$ cat config.mk
export PLATFORM = sky130hd
export DESIGN_NAME = region_det
export DESIGN_NICKNAME = d
export VERILOG_FILES = /design/src/rtl/region_det.sv
export SDC_FILE = /design/constraint.sdc
export NUM_CORES = 1
export LEC_CHECK = 0
export ABC_CLOCK_PERIOD_IN_PS = 1600
export BUFFER_PORTS_ARGS = -buffer_cell sky130_fd_sc_hd__buf_2
export CAP_MARGIN = 20
export CORE_MARGIN = 4
export CORE_UTILIZATION = 53
export CTS_CLUSTER_SIZE = 25
export DETAILED_ROUTE_END_ITERATION = 6
export PLACE_DENSITY = 0.76
export SLEW_MARGIN = 5
export SYNTH_ARGS = -nofsm -noshare
export SYNTH_HDL_FRONTEND = slang
export SYNTH_SLANG_ARGS = --single-unit
$ cat constraint.sdc
create_clock -name clk -period 1.6 [get_ports clk]
set_input_delay 0.4 -clock clk [delete_from_list [all_inputs] [get_ports clk]]
set_output_delay 0.4 -clock clk [all_outputs]
set_load 0.005 [all_outputs]
$ cat src/rtl/region_det.sv
module region_det #(
  parameter int W = 16,
  parameter int QB = 2
) (
  input  logic         clk,
  input  logic         rst_n,
  input  logic         wr_en,
  input  logic [1:0]   wr_sel,
  input  logic [W-1:0] wr_data,
  input  logic         det_en,
  input  logic         det_force,
  input  logic         vblank_start,
  input  logic [W-1:0] pix_x,
  input  logic [W-1:0] line_y,
  output logic         inside_o
);
  localparam int NB = 4;

  logic [W-1:0] pend [NB];
  logic [W-1:0] act  [NB];
  logic         en_act;

  for (genvar i = 0; i < NB; i++) begin : g_bound
    always_ff @(posedge clk or negedge rst_n)
      if (!rst_n) pend[i] <= '0;
      else if (wr_en && wr_sel == 2'(i)) pend[i] <= wr_data;

    always_ff @(posedge clk or negedge rst_n)
      if (!rst_n) act[i] <= '0;
      else if (vblank_start) act[i] <= pend[i];
  end

  always_ff @(posedge clk or negedge rst_n)
    if (!rst_n) en_act <= 1'b0;
    else if (vblank_start) en_act <= det_en;

  logic [W-1:0] x_lo, x_hi;
  assign x_lo = {act[0][W-1:QB], {QB{1'b0}}};
  assign x_hi = {act[1][W-1:QB], {QB{1'b0}}};

  logic x_in, y_in;
  assign x_in = (pix_x >= x_lo) && (pix_x < x_hi);
  assign y_in = (line_y >= act[2]) && (line_y < act[3]);

  always_ff @(posedge clk or negedge rst_n)
    if (!rst_n) inside_o <= 1'b0;
    else inside_o <= det_force || (en_act && x_in && y_in);
endmodule

==> results.py <==
metrics = {
    "setup_path": {
        "crit_cells": 7,
        "critPathMaxStageDelay_ns": 0.38,
        "crit_arrival_ns": 2.16,
        "worstSetupPathType": "register to register",
        "endpoint_kind": "register",
        "start_kind": "register",
        "cp_data_required_time_ns": 1.99,
        "cp_num_buf_inv": 0,
        "crit_slowest_cell": "dfrtp_1",
        "crit_fanout": 2,
        "cp_top_family": "compound AO/OA/AOI/OAI gates",
        "crit_top_cell": "o41ai_2",
        "path_cells": "ha_1 -> nand2b_1 -> a211o_1 -> a21oi_1 -> o41ai_2 -> o22ai_1 -> o41ai_2",
        "reg2reg_depth": 7,
    },
    "layout": {
        "diodes": 0,
        "layout.nets": 736,
        "area_growth_pct": 25.0,
        "final_common_cell": "dfrtp_1",
        "final_cell_mix": "dfrtp_1, nand2_1, mux2_2",
        "post_route_cells_drive_above_1_share": 0.341,
    },
    "sta": {
        "final-setup-viol-count": 1,
        "slew_violations": 0,
        "max_slew_margin": 0.694,
        "period_share": 1.11,
        "fin_crit_ns": 1.77,
        "rsz0062_at_grt": "yes",
        "finalHoldViolations": 0,
        "worst_pin_slew_ns": 0.460,
        "clock_skew_ns": 0.00503,
        "fin_ws_ns": -0.173,
        "max_freq_ghz": 0.564,
    },
    "floorplanning": {
        "core_area_sq_mm": 0.0108,
        "die_h_um": 113,
        "io_pins": 57,
        "num_rows": 38,
        "die_area_sq_mm": 0.0127,
        "start_util": 0.540,
        "die_x_um": 113,
    },
    "synthesis": {
        "synth_area_per_cell_sq_um": 11.2,
        "ys_seq_area_frac": 0.524,
        "synthesis.nets": 636,
        "synth_area_sq_mm": 0.00582,
        "synth_cells": 522,
        "synth_cell_types": 33,
        "synth-seq-cells": 122,
        "synth_warnings": 0,
    },
    "cts": {
        "clock_latency_ns": 0.51,
        "cts_setup_buffers": 0,
        "cts.clk_slew.worst_paths_ns": 0.06,
        "cts_inserted_buffers": 17,
        "root_buffer": "clkbuf_8",
        "htreeDepth": 4,
        "cts_buffer_depth": 2,
        "clock_sinks": 122,
        "cts_tree": "built",
    },
    "flow_run": {
        "drv_cap": 0,
    },
    "drt": {
        "drt_iter0_drc": 166,
        "dr.pass1.iters": 5,
        "drc_errors": 0,
        "final_antenna_net_count": 0,
        "vias": 4233,
        "wl_per_cell_um": 17.4,
        "routed_wl_um": 13500,
        "vias_per_cell": 5.47,
    },
    "pwr": {
        "peakVddDrop_v": 0.000703,
        "p_per_area_mw_per_mm2": 1280,
        "power_uw": 9310,
        "p_leak_uw": 0.00350,
    },
    "grt": {
        "overflow": 0,
        "grt_max_degree": 45,
        "grt_first_pass_wirelength_um": 22100,
        "antenna_found_initial": 0,
        "grt_usage": 0.219,
        "grt_pass1_vias": 4566,
    },
    "status": {
        "violations": "negative setup slack",
        "outcome": "finished with violations",
    },
    "placement": {
        "portBuffers": 56,
        "hpwl_um": 9440,
        "gp_congestion": 0.852,
        "dp_slack_ns": -0.477,
    },
    "min_path": {
        "holdPathStages": 3,
        "hold_class": "input pin to register",
    },
}
==> cell usage after synthesis <==
library cell,number,share of area
a21o_1,2,0.0026
a311o_1,1,0.0017
nor2_1,7,0.0045
nor2b_1,1,0.0011
o32a_2,1,0.0019
dfrtp_1,122,0.52
o31ai_1,1,0.0013
ha_1,58,0.12
o2111a_1,1,0.0019
o21ai_0,65,0.056
nor3b_1,1,0.0013
o21ba_2,1,0.0017
o41ai_1,1,0.0015
o21a_1,3,0.0039
nor4_1,1,0.0011
nand4_1,8,0.0086
a211o_1,1,0.0015
o22ai_1,1,0.0011
mux2_2,65,0.13
nand2b_1,2,0.0021
nor3b_2,1,0.0021
nand2_1,67,0.043
nand3_1,6,0.0052
a21oi_1,20,0.017
inv_1,59,0.038
clkbuf_1,11,0.0071
buf_2,5,0.0043
buf_4,1,0.0013
a21boi_0,1,0.0013
nand3b_1,2,0.0026
a211oi_1,4,0.0052
and4_1,1,0.0015
o41ai_2,1,0.0028
==> metal layers <==
| layer | routed length, um | vias to the layer above | track usage |
|---|---|---|---|
| met2 | 7050 | 112 | 0.380 |
| met5 | 0 | - | 0 |
| li1 | - | 1996 | - |
| met3 | 466 | 31 | 0.0503 |
| met1 | 5630 | 2094 | 0.271 |
| met4 | 328 | 0 | 0.0777 |
==> layout make-up <==
| class | instances | area [sq um] |
|---|---|---|
| fill | 775 | 3520 |
| sequential | 122 | 3050 |
| multi-input combinational | 324 | 2590 |
| timing repair buffer | 98 | 701 |
| clock buffer | 23 | 467 |
| inverter | 59 | 221 |
| tap | 140 | 175 |
| clock inverter | 8 | 70.1 |
==> power by group <==
group / switching [uW] / leakage (uW) / internal (uW) / total [uW]
Clock: 1290 / 0.000263 / 2160 / 3450
Combinational: 1010 / 0.00176 / 959 / 1970
Sequential: 240 / 0.00147 / 3650 / 3890
==> per-stage QoR <==
| step | instance area, sq um | instances | TNS, ns | hold WS (ns) | util |
|---|---|---|---|---|---|
| 2_1_floorplan | 5820 | 522 | -0.0695 | 0.104 | - |
| 3_3_place_gp | 6620 | 742 | -0.421 | 0.355 | 0.613 |
| 3_5_place_dp | 6620 | 742 | -0.477 | 0.357 | 0.613 |
| 4_1_cts | 7230 | 774 | -0.184 | 0.0743 | 0.670 |
| 5_1_grt | 7280 | 774 | -0.238 | 0.0848 | 0.674 |
| 6_report | 7280 | 774 | -0.173 | 0.0826 | 0.674 |
==> kinds of logic (layout without fill, tap and decap cells) <==
| logic type | count (synthesis) | count (layout) | synth area share |
|---|---|---|---|
| AOI/OAI and AO/OA | 104 | 104 | 0.101 |
| and+or+nand+nor | 97 | 97 | 0.0733 |
| buffers and inverters | 76 | 188 | 0.0507 |
| DFF | 122 | 122 | 0.524 |
| muxes | 65 | 65 | 0.126 |
| adders and majority gates | 58 | 58 | 0.125 |
==> final timing paths <==
check / startpoint / endpoint / slack (ns)
setup / recovery: act[16] / inside_o / -0.17
hold / removal: det_force / inside_o / 0.08
setup reg to reg: act[16] / inside_o / -0.17
hold reg to reg: pend[51] / act[51] / 0.48
max in group asynchronous: rst_n / act[42] / 0.69
min in group asynchronous: rst_n / act[54] / 0.36
==> worst min-delay path: cells and delay by family <==
| family | cells | cell delay [ns] |
|---|---|---|
| AOI/OAI and AO/OA | 1 | 0.04 |
| buffers and inverters | 2 | 0.11 |
==> sequential cells by signal, summed over array words and instances, names as in the netlist <==
register	flops
act	60
en_act	1
inside_o	1
pend	60
==> timing repair <==
action,in CTS,in global routing
gates resized for setup,17,11
pin swaps,8,7
hold buffers,1,0
setup endpoints to repair,1,1
hold endpoints to repair,22,0
Power figures use the tool's default switching activity.
